--- src/rtl/wx_pkg.sv ---
package wx_pkg;
  typedef enum logic [1:0] {
    WX_DOUBLE = 2'b00,
    WX_HALVE  = 2'b01,
    WX_INVERT = 2'b10,
    WX_CLIP   = 2'b11
  } wx_mode_e;

  localparam int WX_NUM_MODES = 4;
endpackage

--- src/rtl/wx_reduce.sv ---
module wx_reduce #(
  parameter int IN_W  = 10,
  parameter int OUT_W = 8
) (
  input  logic [IN_W-1:0]  raw,
  output logic [OUT_W-1:0] work
);
  localparam int DROP = IN_W - OUT_W;

  assign work = raw[IN_W-1:DROP];

  generate
    if (DROP > 0) begin : g_low
      logic unused_low;
      assign unused_low = ^raw[DROP-1:0];
    end
  endgenerate
endmodule

--- src/rtl/wx_ops.sv ---
module wx_ops
  import wx_pkg::*;
#(
  parameter int W = 8
) (
  input  logic [W-1:0] work,
  input  logic [W-1:0] lo,
  input  logic [W-1:0] hi,
  input  wx_mode_e     mode,
  output logic [W-1:0] result,
  output logic         dbl_sat,
  output logic         bounds_swapped
);
  localparam logic [W-1:0] FULL = '1;

  function automatic logic [W-1:0] op_double(input logic [W-1:0] v);
    if (v[W-1]) return FULL;
    return {v[W-2:0], 1'b0};
  endfunction

  function automatic logic [W-1:0] op_halve(input logic [W-1:0] v);
    return {1'b0, v[W-1:1]};
  endfunction

  function automatic logic [W-1:0] op_invert(input logic [W-1:0] v);
    return FULL - v;
  endfunction

  function automatic logic [W-1:0] op_clip(input logic [W-1:0] v,
                                           input logic [W-1:0] l,
                                           input logic [W-1:0] h);
    if (l > h) return l;
    if (v > h) return h;
    if (v < l) return l;
    return v;
  endfunction

  logic [W-1:0] cand [WX_NUM_MODES];

  generate
    for (genvar g = 0; g < WX_NUM_MODES; g++) begin : g_op
      if (g == int'(WX_DOUBLE)) begin : g_dbl
        assign cand[g] = op_double(work);
      end else if (g == int'(WX_HALVE)) begin : g_hlv
        assign cand[g] = op_halve(work);
      end else if (g == int'(WX_INVERT)) begin : g_inv
        assign cand[g] = op_invert(work);
      end else begin : g_clp
        assign cand[g] = op_clip(work, lo, hi);
      end
    end
  endgenerate

  assign result         = cand[mode];
  assign dbl_sat        = work[W-1];
  assign bounds_swapped = (lo > hi);
endmodule

--- src/rtl/wx_outreg.sv ---
module wx_outreg #(
  parameter int W = 8
) (
  input  logic         clk,
  input  logic         rst_n,
  input  logic         load,
  input  logic [W-1:0] d,
  output logic         vld,
  output logic [W-1:0] q
);
  always_ff @(posedge clk) begin
    if (!rst_n) begin
      vld <= 1'b0;
      q   <= '0;
    end else begin
      vld <= load;
      if (load) q <= d;
    end
  end
endmodule

--- src/rtl/wave_xform.sv ---
module wave_xform
  import wx_pkg::*;
#(
  parameter int IN_W  = 10,
  parameter int OUT_W = 8
) (
  input  logic             clk,
  input  logic             rst_n,
  input  logic             in_valid,
  input  logic [IN_W-1:0]  in_data,
  input  logic [1:0]       mode,
  input  logic [OUT_W-1:0] clip_lo,
  input  logic [OUT_W-1:0] clip_hi,
  output logic             out_valid,
  output logic [OUT_W-1:0] out_data
);
  logic [OUT_W-1:0] work_val;
  logic [OUT_W-1:0] op_val;
  logic             dbl_sat;
  logic             bounds_swapped;
  wx_mode_e         mode_e;

  assign mode_e = wx_mode_e'(mode);

  wx_reduce #(.IN_W(IN_W), .OUT_W(OUT_W)) u_reduce (
    .raw  (in_data),
    .work (work_val)
  );

  wx_ops #(.W(OUT_W)) u_ops (
    .work           (work_val),
    .lo             (clip_lo),
    .hi             (clip_hi),
    .mode           (mode_e),
    .result         (op_val),
    .dbl_sat        (dbl_sat),
    .bounds_swapped (bounds_swapped)
  );

  wx_outreg #(.W(OUT_W)) u_out (
    .clk   (clk),
    .rst_n (rst_n),
    .load  (in_valid),
    .d     (op_val),
    .vld   (out_valid),
    .q     (out_data)
  );
endmodule

--- config.mk ---
export PLATFORM = sky130hd
export DESIGN_NAME = wave_xform
export DESIGN_NICKNAME = d
export VERILOG_FILES = /design/src/rtl/wx_pkg.sv /design/src/rtl/wx_reduce.sv /design/src/rtl/wx_ops.sv /design/src/rtl/wx_outreg.sv /design/src/rtl/wave_xform.sv
export SDC_FILE = /design/constraint.sdc
export NUM_CORES = 1
export LEC_CHECK = 0
export BUFFER_PORTS_ARGS = -buffer_cell sky130_fd_sc_hd__buf_2
export CAP_MARGIN = 25
export CORE_MARGIN = 3
export CORE_UTILIZATION = 53
export CTS_BUF_LIST = sky130_fd_sc_hd__clkbuf_4 sky130_fd_sc_hd__clkbuf_8 sky130_fd_sc_hd__clkbuf_16
export DETAILED_ROUTE_END_ITERATION = 10
export GPL_TIMING_DRIVEN = 0
export HOLD_SLACK_MARGIN = 0.08
export PLACE_DENSITY = 0.79
export SYNTH_ARGS = -nofsm -noshare
export SYNTH_HDL_FRONTEND = slang
export SYNTH_SLANG_ARGS = --single-unit
--- constraint.sdc ---
create_clock -name clk -period 2.17 [get_ports clk]
set_input_delay 0.217 -clock clk [delete_from_list [all_inputs] [get_ports clk]]
set_output_delay 0.217 -clock clk [all_outputs]
set_load 0.02 [all_outputs]
Word level (Yosys, flattened, before mapping):

Cells that the tools add are included.

* flip-flop bits (word level): 9
* bits of input ports: 31
* output and inout port bits: 9

* mux-type cells: 18
* $lt $le $gt $ge: 4
* bitwise operators: 1
* $add $sub $neg: 1

Operators by type and width (number)
* 2-to-1 mux 8 bit: 10
* binary-select mux 8 bit (select 2 bit): 1
* > comparator 8 bit: 2
* < comparator 8 bit: 1
* subtractor 8 bit (first input constant): 1
* 2-to-1 mux 1 bit: 7
* greater-or-equal comparator 3 bit (second input constant): 1
* inverter 2 -> 3 bit: 1

Depth between registers and ports, before layout:

Gate-level depths: netlist (run 1).

* depth after elaboration: 11
* mapped depth: 9
* mapped depth without buffers: 8

Hierarchy:

From an unflattened synthesis (run 1), not the netlist that was laid out.

* cell total of the unflattened synthesis: 186
* area, all modules: 1529.0 um^2

Modules (own cells, without submodules)
* wx_ops: seq. area each 0.0 um^2, instances 1, area an instance 1139.8 um^2, cells an instance 151
* wx_outreg: seq. area each 180.2 um^2, instances 1, area an instance 329.1 um^2, cells an instance 27
* wx_reduce: seq. area each 0.0 um^2, instances 1, area an instance 60.1 um^2, cells an instance 8

Worst setup path before layout (run 1):

No wires, ideal clock.

* kind: input to register
* start: input port clip_hi[2]
* end: register u_out.q[0]
* setup slack: 0.155 ns
* stages on the path: 9
* data arrival time: 1.889 ns
* path buffers: 1
* cells stage by stage: inv_1 > ha_1 > a21o_1 > a221o_1 > a221o_1 > and2_1 > buf_6 > o31ai_4 > o31ai_2

* longest elaborated chain between the ends: 9
* elaborated cells on any way between the ends: 13

RTL lines
* from (decl): RTL line wave_xform.sv:13 `input logic [OUT_W-1:0] clip_hi,`
* > comparator 8 bit: RTL line wx_ops.sv:33 `if (v > h) return h;`
* 2-to-1 mux 8 bit: RTL line wx_ops.sv:33
* 2-to-1 mux 8 bit: RTL line wx_ops.sv:34 `if (v < l) return l;`
* 2-to-1 mux 8 bit: RTL line wx_ops.sv:35 `return v;`
* 2-to-1 mux 8 bit: RTL line wx_ops.sv:34
* 2-to-1 mux 8 bit *: RTL line wx_ops.sv:33
* binary-select mux 8 bit (select 2 bit) *: RTL line wx_ops.sv:54 `assign result = cand[mode];`
* 2-to-1 mux 8 bit (implied by the code) * (2 in a row): RTL line wx_ops.sv:54
* to (signal assigned): RTL line wx_outreg.sv:14 `q <= '0;`
* to (signal assigned): RTL line wx_outreg.sv:17 `if (load) q <= d;`
* to (decl): RTL line wx_outreg.sv:9 `output logic [W-1:0] q`

Every way passes the cells marked *; elsewhere a longest branch is shown, timed or not. The select of a mux whose other input is x is not followed.
A chain may end at the register's enable or synchronous reset.

Final worst setup path (run 1):

* start: input port clip_hi[2]
* end: register u_out.q[7]

The elaborated chain is that of the path after synthesis.

==> impl_metrics.yaml, run 1 <==
run_status:
  outcome: "complete, no violations"
detailed_routing:
  num_vias: 1638
  wl_per_cell_um: 17.1
  drt_first_pass_iters: 5
  antenna_left: 0
  post-route-drc-count: 0
  drt_iter0_markers: 207
  via_per_inst: 6.35
  routed_wl_mm: 4.42
power:
  p_per_area_mw_per_mm2: 428
  combPwrFrac: 0.548
  p_seq_frac: 0.255
  p_sw_uw: 326
  p_leak_nw: 0.821
  power.internal_uw: 424
  ir_drop_v: 0.000367
  pwr-share-clk: 0.197
  swShare: 0.435
synthesis:
  synth_seq_cells: 9
  synthesis.area_mm2: 0.00149
  synth_ff_type: "dfxtp_1"
  synth-seq-area-share: 0.121
  synth_area_leaders: "ha_1, dfxtp_1, inv_1"
  synth-edff-count: 0
  yosys.area.top_type: "ha_1"
  syn_nets: 242
  yosysWarnings: 0
  syn_area_per_cell_um2: 7.95
  synth_cell_types: 44
  postSynthCellCount: 188
  yosys.area.top_type_share: 0.193
  async_flop_share: 0
  synthTopCellsByCount: "ha_1, inv_1, a21oi_1"
  yosysMostFrequentCell: "ha_1"
die:
  io_pins: 40
  die_h_um: 59.1
  dieArea_mm2: 0.00349
  coreArea_mm2: 0.00257
  rows: 18
  fp.dieW_um: 59.1
  start_util: 0.582
sta:
  setup_viol: 0
  finalCritPeriodShare: 0.937
  rsz0062_at_grt: "no"
  hold_viol: 0
  clock.fmax_mhz: 492
  worst_pin_slew_ps: 466
  setup_tns_ps: 0
  slew_violations: 0
  whs_ps: 246
  slew_headroom: 0.689
  fin_crit_ps: 2030
  skew_ps: 0
clock_tree:
  h-tree-depth: 1
  numCtsBuffers: 3
  postCtsSetupRepairBufs: 0
  cts_tree: "done"
  clock-root-buffer: "clkbuf_4"
  cts_sinks: 9
  clk-insertion-delay-late_ps: 270
  cts_buffer_depth: 2
  path_clk_slew_ps: 60
setup_path:
  critPathMaxFanout: 10
  critPathKind: "primary input to flop"
  critPathRequiredTime_ps: 2330
  cp-end-kind: "flop"
  cp-start-kind: "primary input"
  arrival_ps: 2190
global_route:
  antenna_found_initial: 0
  grt-ovfl-total: 0
  grt_pass1_vias: 1659
  grt_pass1_wl_mm: 7.52
  grt_usage: 0.280
  grt_max_degree: 11
finish:
  nets: 283
  fin_util: 0.683
  area_growth_pct: 17.3
  n_antenna_cell: 0
  drive_gt1_frac: 0.281
placed_design:
  gp_congestion: 0.867
  dpl.hpwl_mm: 3.67
  io_buffer_count: 36
min_path:
  hp-class: "primary input to flop"
job:
  maxCapViolations: 0
per-stage QoR:
stage | total power, mW | area (um^2) | worst slack [ps] | instances
floorplan | 0.469 | 1490 | 155 | 188
global placement | 0.572 | 1710 | -101 | 254
detailed placement | 0.593 | 1710 | -210 | 254
CTS | 0.740 | 1740 | 67.0 | 258
global route | 0.808 | 1750 | 23.3 | 258
finish | 0.750 | 1750 | 137 | 258
cells by family (layout without fill, tap and decap cells):
family | Yosys count | count (layout) | share of synthesized area
DFF | 9 | 9 | 0.121
and+or+nand+nor | 59 | 59 | 0.230
adders and majority gates | 23 | 23 | 0.193
AOI/OAI and AO/OA | 65 | 65 | 0.357
muxes | 2 | 2 | 0.0142
buffers and inverters | 30 | 70 | 0.0854
power by group through the flow:
stage / clock network (mW) / logic [mW] / registers [mW]
6_report: 0.148 / 0.411 / 0.192
2_1_floorplan: 0 / 0.256 / 0.213
4_1_cts: 0.149 / 0.400 / 0.191
3_3_place_gp: 0 / 0.379 / 0.193
5_1_grt: 0.164 / 0.452 / 0.193
3_5_place_dp: 0 / 0.398 / 0.195
sequential cells by signal, indices dropped and copies added, names as in the netlist:
register,cells
u_out.q,8
u_out.vld,1
worst paths after layout:
| path | cells after the start | to | slack (ps) | from |
|---|---|---|---|---|
| min reg2reg | 2 | u_out.q[0]$_SDFFE_PN0P_ | 520 | u_out.q[0]$_SDFFE_PN0P_ |
| max reg2reg | 3 | u_out.q[1]$_SDFFE_PN0P_ | 1120 | u_out.q[1]$_SDFFE_PN0P_ |
| min | 2 | u_out.vld$_SDFF_PN0_ | 250 | in_valid |
| max | 10 | u_out.q[7]$_SDFFE_PN0P_ | 140 | clip_hi[2] |
metal layers:
| layer | global-route usage | part of all wire | vias up |
|---|---|---|---|
| met5 | 0 | 0 | - |
| met4 | 0.165 | 0.035 | 0 |
| met3 | 0.0196 | 0.044 | 15 |
| met2 | 0.478 | 0.51 | 69 |
| met1 | 0.341 | 0.41 | 764 |
| li1 | - | - | 790 |
layout by cell type, fill, tap and decap left out, types with 4 or more instances in the layout:
| cell type | count |
|---|---|
| nor4_2 | 4 |
| clkbuf_4 | 4 |
| ha_1 | 23 |
| a211oi_1 | 8 |
| o31ai_2 | 4 |
| o211ai_1 | 5 |
| o21ai_0 | 4 |
| buf_2 | 36 |
| dfxtp_1 | 9 |
| nor2_1 | 10 |
| a21oi_1 | 15 |
| nand2_1 | 14 |
| nor3_1 | 10 |
| inv_1 | 21 |
| clkbuf_1 | 6 |
final cells by class:
| type | count | area [um^2] |
|---|---|---|
| plain buffers | 9 | 48.8 |
| flip-flops and latches | 9 | 180 |
| clock buffers | 4 | 30.0 |
| inverters | 21 | 78.8 |
| well taps | 30 | 37.5 |
| repair buffers | 36 | 180 |
| fillers | 214 | 815 |
| multi-input cells | 149 | 1200 |
timing repair:
action / 4_1_cts / 5_1_grt
resized for setup: 0 / 2
setup endpoints to repair: 0 / 3
hold buffers: 0 / 0
worst max-delay path, cell delays in order:
cell	delay, ps
buf_2	90
inv_1	100
ha_1	260
a21o_1	180
a221o_1	350
a221o_1	360
nand2_2	140
buf_6	160
a21oi_1	90
o41ai_2	250
Power figures use the tool's default switching activity.
==> inputs of run 2 (changes only) <==
Settings changed: CORE_UTILIZATION 53 to 39, PLACE_DENSITY 0.79 to 0.61.
==> impl_metrics.yaml, run 2 (same netlist as run 1, synthesis figures left out) <==
sta:
  fin_ws_ps: 170
  finalCritPeriodShare: 0.922
  setup_tns_ps: 0
  setup_viol: 0
  rsz0062_at_grt: "no"
  slew_violations: 0
  slew_headroom: 0.644
  worst_pin_slew_ps: 531
  fin_crit_ps: 2000
  clock.fmax_mhz: 500
  whs_ps: 298
  skew_ps: 0
  hold_viol: 0
detailed_routing:
  post-route-drc-count: 0
  drt_first_pass_iters: 4
  wl_per_cell_um: 15.1
  antenna_left: 0
  via_per_inst: 5.74
  drt_iter0_markers: 171
  num_vias: 1572
  routed_wl_mm: 4.14
finish:
  fin_area_mm2: 0.00179
  largest_reg_flops: 8
  area_growth_pct: 19.7
  top_register: "u_out.q"
  n_antenna_cell: 0
  reg_top3: "u_out.q: 8 flops, u_out.vld: 1 flops"
  nets: 283
  drive_gt1_frac: 0.276
  layout_commonest_cell: "buf_2"
  layout_common_cells: "buf_2, ha_1, inv_1, a21oi_1, nand2_1"
  fillers: 398
global_route:
  grt_max_degree: 11
  grt-ovfl-total: 0
  grt_usage: 0.187
  grt_pass1_wl_mm: 6.74
  antenna_found_initial: 0
  grt_pass1_vias: 1481
power:
  ir_drop_v: 0.000223
  power_uw: 803
  p_per_area_mw_per_mm2: 449
  p_leak_nw: 0.828
clock_tree:
  clk-insertion-delay-late_ps: 230
  cts_buffer_depth: 2
  postCtsSetupRepairBufs: 0
  numCtsBuffers: 3
  ctsHoldBuffers: 0
  clock-root-buffer: "clkbuf_8"
  path_clk_slew_ps: 50
  h-tree-depth: 1
  cts_tree: "done"
  cts_sinks: 9
die:
  dieArea_mm2: 0.00461
  coreArea_mm2: 0.00352
  start_util: 0.424
  die_h_um: 67.9
  rows: 21
  fp.dieW_um: 67.9
  io_pins: 40
setup_path:
  arrival_ps: 2110
  critPathRequiredTime_ps: 2280
  cp-start-kind: "primary input"
  critPathKind: "primary input to flop"
  critPathMaxFanout: 6
  reg2reg_depth: 3
  cp-end-kind: "flop"
placed_design:
  placed_area_mm2: 0.00173
  io_buffer_count: 36
  gp_congestion: 0.766
  pre_cts_slack_ps: -172
  dpl.hpwl_mm: 3.46
min_path:
  holdPathStages: 2
  hp-class: "primary input to flop"
job:
  maxCapViolations: 0
run_status:
  outcome: "complete, no violations"
-- run 2: cell types whose count changed in the layout (fill, tap and decap cells not counted) --
| cell | previous run | this run |
|---|---|---|
| o21ai_2 | 1 | 0 |
| clkbuf_4 | 4 | 1 |
| o21ai_1 | 2 | 3 |
| clkbuf_8 | 0 | 3 |
-- run 2: path summary, 6_finish.rpt --
| path | start | endpoint | slack [ps] |
|---|---|---|---|
| setup / recovery | clip_hi[2] | u_out.q[0]$_SDFFE_PN0P_ | 170 |
| hold / removal | in_valid | u_out.vld$_SDFF_PN0_ | 300 |
| setup reg to reg | u_out.q[1]$_SDFFE_PN0P_ | u_out.q[1]$_SDFFE_PN0P_ | 1190 |
| hold reg to reg | u_out.q[6]$_SDFFE_PN0P_ | u_out.q[6]$_SDFFE_PN0P_ | 540 |
-- run 2: cell type report --
type / count / area, um^2 / area share
Sequential cell: 9 / 180 / 0.101
Multi-Input combinational cell: 149 / 1190 / 0.668
Clock buffer: 4 / 48.8 / 0.0273
Buffer: 9 / 48.8 / 0.0273
Tap cell: 46 / 57.6 / 0.0322
Timing Repair Buffer: 36 / 180 / 0.101
Inverter: 21 / 78.8 / 0.0441
-- run 2: through the flow --
stage | cells | util
4_1_cts | 274 | 0.506
5_1_grt | 274 | 0.508
2_1_floorplan | 188 | -
3_3_place_gp | 270 | 0.492
6_report | 274 | 0.508
3_5_place_dp | 270 | 0.492
-- run 2: critical path, cell delays in order --
cell	delay, ps
buf_2	100
inv_1	100
ha_1	250
a21o_1	190
a221o_1	350
a221o_1	350
and2_1	150
buf_6	130
o31ai_4	170
o31ai_2	100
-- run 2: timing repair --
action,4_1_cts,5_1_grt
endpoints found under the setup margin,0,6
gates resized for setup,0,1
hold endpoints to repair,0,0
-- run 2: report_power, final --
part / total (mW) / switching, mW / internal (mW)
clock: 0.214 / 0.0733 / 0.141
combinational: 0.398 / 0.241 / 0.157
sequential: 0.191 / 0.00903 / 0.182
total: 0.803 / 0.323 / 0.480
-- run 2: routing by layer --
layer  vias to the layer above  share of wire  GRT usage
met5                         -              0          0
met4                         0         0.0048     0.0372
met3                         2          0.050    0.00493
met2                        43           0.48      0.320
met1                       737           0.47      0.262
li1                        790              -          -
==> inputs of run 3 (changes only) <==
Settings changed: ABC_CLOCK_PERIOD_IN_PS set to 2170, CORE_UTILIZATION 39 to 53, GPL_TIMING_DRIVEN 0 to unset, PLACE_DENSITY 0.61 to 0.79.
==> impl_metrics.yaml, run 3 (same netlist as run 1, synthesis figures left out) <==
run_status:
  outcome: "complete, no violations"
placed_design:
  gp_congestion: 0.863
  place_inst: 259
  dpl.hpwl_mm: 3.57
  placed_area_mm2: 0.00177
  pre_cts_slack_ps: -59.2
  io_buffer_count: 37
setup_path:
  reg2reg_depth: 3
  critPathKind: "primary input to flop"
  cp-end-kind: "flop"
  crit_end: "u_out.q[0]$_SDFFE_PN0P_"
  critPathMaxFanout: 6
  crit_start: "clip_hi[3]"
  arrival_ps: 2110
  r2r_setup_slack_ps: 1150
  r2r-start: "u_out.q[1]$_SDFFE_PN0P_"
  r2r_end: "u_out.q[1]$_SDFFE_PN0P_"
  critPathRequiredTime_ps: 2330
  cp-start-kind: "primary input"
clock_tree:
  path_clk_slew_ps: 60
  postCtsSetupRepairBufs: 0
  h-tree-depth: 1
  cts_resized: 0
  cts_buffer_depth: 2
  clk-insertion-delay-late_ps: 270
  cts_tree: "done"
  cts_sinks: 9
  clock-root-buffer: "clkbuf_4"
  ctsHoldBuffers: 0
  numCtsBuffers: 3
finish:
  fin_area_mm2: 0.00180
  layout_common_cells: "buf_2, ha_1, inv_1, a21oi_1, nand2_1"
  multiInputGateArea_mm2: 0.00119
  layout_commonest_cell: "buf_2"
  layoutNonFillerInstCount: 263
  area_growth_pct: 20.2
  drive_gt1_frac: 0.322
  fillers: 223
  top_register: "u_out.q"
  seqCellArea_um2: 180
  reg_top3: "u_out.q: 8 flops, u_out.vld: 1 flops"
  largest_reg_flops: 8
  nets: 288
  n_antenna_cell: 0
die:
  io_pins: 40
  fp.dieW_um: 59.1
  rows: 18
  coreArea_mm2: 0.00257
  start_util: 0.582
  die_h_um: 59.1
  dieArea_mm2: 0.00349
power:
  swShare: 0.426
  ir_drop_v: 0.000306
  pwr-share-clk: 0.198
  p_sw_uw: 318
  power.internal_uw: 428
  p_leak_nw: 0.864
  p_per_area_mw_per_mm2: 416
  combPwrFrac: 0.547
  p_seq_frac: 0.255
min_path:
  hp-class: "primary input to flop"
detailed_routing:
  post-route-drc-count: 0
  drt_first_pass_iters: 4
  antenna_left: 0
  wl_per_cell_um: 16.2
  routed_wl_mm: 4.27
  drt_iter0_markers: 129
  num_vias: 1614
  via_per_inst: 6.14
sta:
  skew_ps: 0
  setup_viol: 0
  fin_crit_ps: 1960
  finalCritPeriodShare: 0.903
  hold_viol: 0
  clock.fmax_mhz: 511
  worst_pin_slew_ps: 560
  whs_ps: 297
  slew_violations: 0
  rsz0062_at_grt: "no"
  fin_ws_ps: 211
  slew_headroom: 0.624
global_route:
  grt_max_degree: 23
  grt-ovfl-total: 0
  grt_pass1_vias: 1573
  antenna_found_initial: 0
  grt_pass1_wl_mm: 6.94
  grt_usage: 0.256
job:
  maxCapViolations: 0
run 3: cell count changes in the layout (fill, tap and decap cells not counted), moves of 2 or more:
| cell | change |
|---|---|
| buf_4 | +13 |
| buf_6 | -2 |
| clkbuf_1 | -6 |
| clkbuf_4 | +3 |
| clkbuf_8 | -3 |
run 3: final cells by class:
cell class,count,area share
Sequential cell,9,0.100
Timing Repair Buffer,50,0.157
Multi-Input combinational cell,149,0.661
Clock buffer,4,0.0167
Inverter,21,0.0439
Tap cell,30,0.0209
run 3: layer usage:
metal	routed length [um]	share of wire	global-route usage
met1	1800	0.42	0.313
met2	2150	0.50	0.454
met3	198	0.046	0.0131
met4	115	0.027	0.123
met5	0	0	0
run 3: worst min-delay path by stage:
stage	startpoint	endpoint	slack [ps]	cells after the start
final	clip_lo[6]	u_out.q[6]$_SDFFE_PN0P_	300	3
after global routing	clip_lo[0]	u_out.q[0]$_SDFFE_PN0P_	310	3
after CTS	rst_n	u_out.q[7]$_SDFFE_PN0P_	290	3
after detailed placement	u_out.q[6]$_SDFFE_PN0P_	u_out.q[6]$_SDFFE_PN0P_	510	2
after floorplan	in_valid	u_out.vld$_SDFF_PN0_	360	1
after global placement	u_out.q[6]$_SDFFE_PN0P_	u_out.q[6]$_SDFFE_PN0P_	500	2
run 3: stage by stage:
| step | total power [mW] | setup TNS [ps] | util |
|---|---|---|---|
| 6_report | 0.747 | 0 | 0.699 |
| 4_1_cts | 0.742 | 0 | 0.699 |
| 5_1_grt | 0.799 | 0 | 0.699 |
| 3_5_place_dp | 0.596 | -94.6 | 0.688 |
| 3_3_place_gp | 0.576 | 0 | 0.688 |
| 2_1_floorplan | 0.469 | 0 | - |
run 3: critical path, stage by stage:
cell,delay [ps]
buf_2,90
inv_1,50
ha_1,290
and3_1,210
a221o_1,310
a221o_1,350
and2_1,260
o31ai_4,240
o31ai_2,100
run 3: power groups by stage:
stage	logic, mW	clock network [mW]	registers, mW
final	0.408	0.148	0.190
after detailed placement	0.402	0	0.194
after floorplan	0.256	0	0.213
after CTS	0.404	0.148	0.190
after global placement	0.383	0	0.193
after global routing	0.450	0.157	0.192
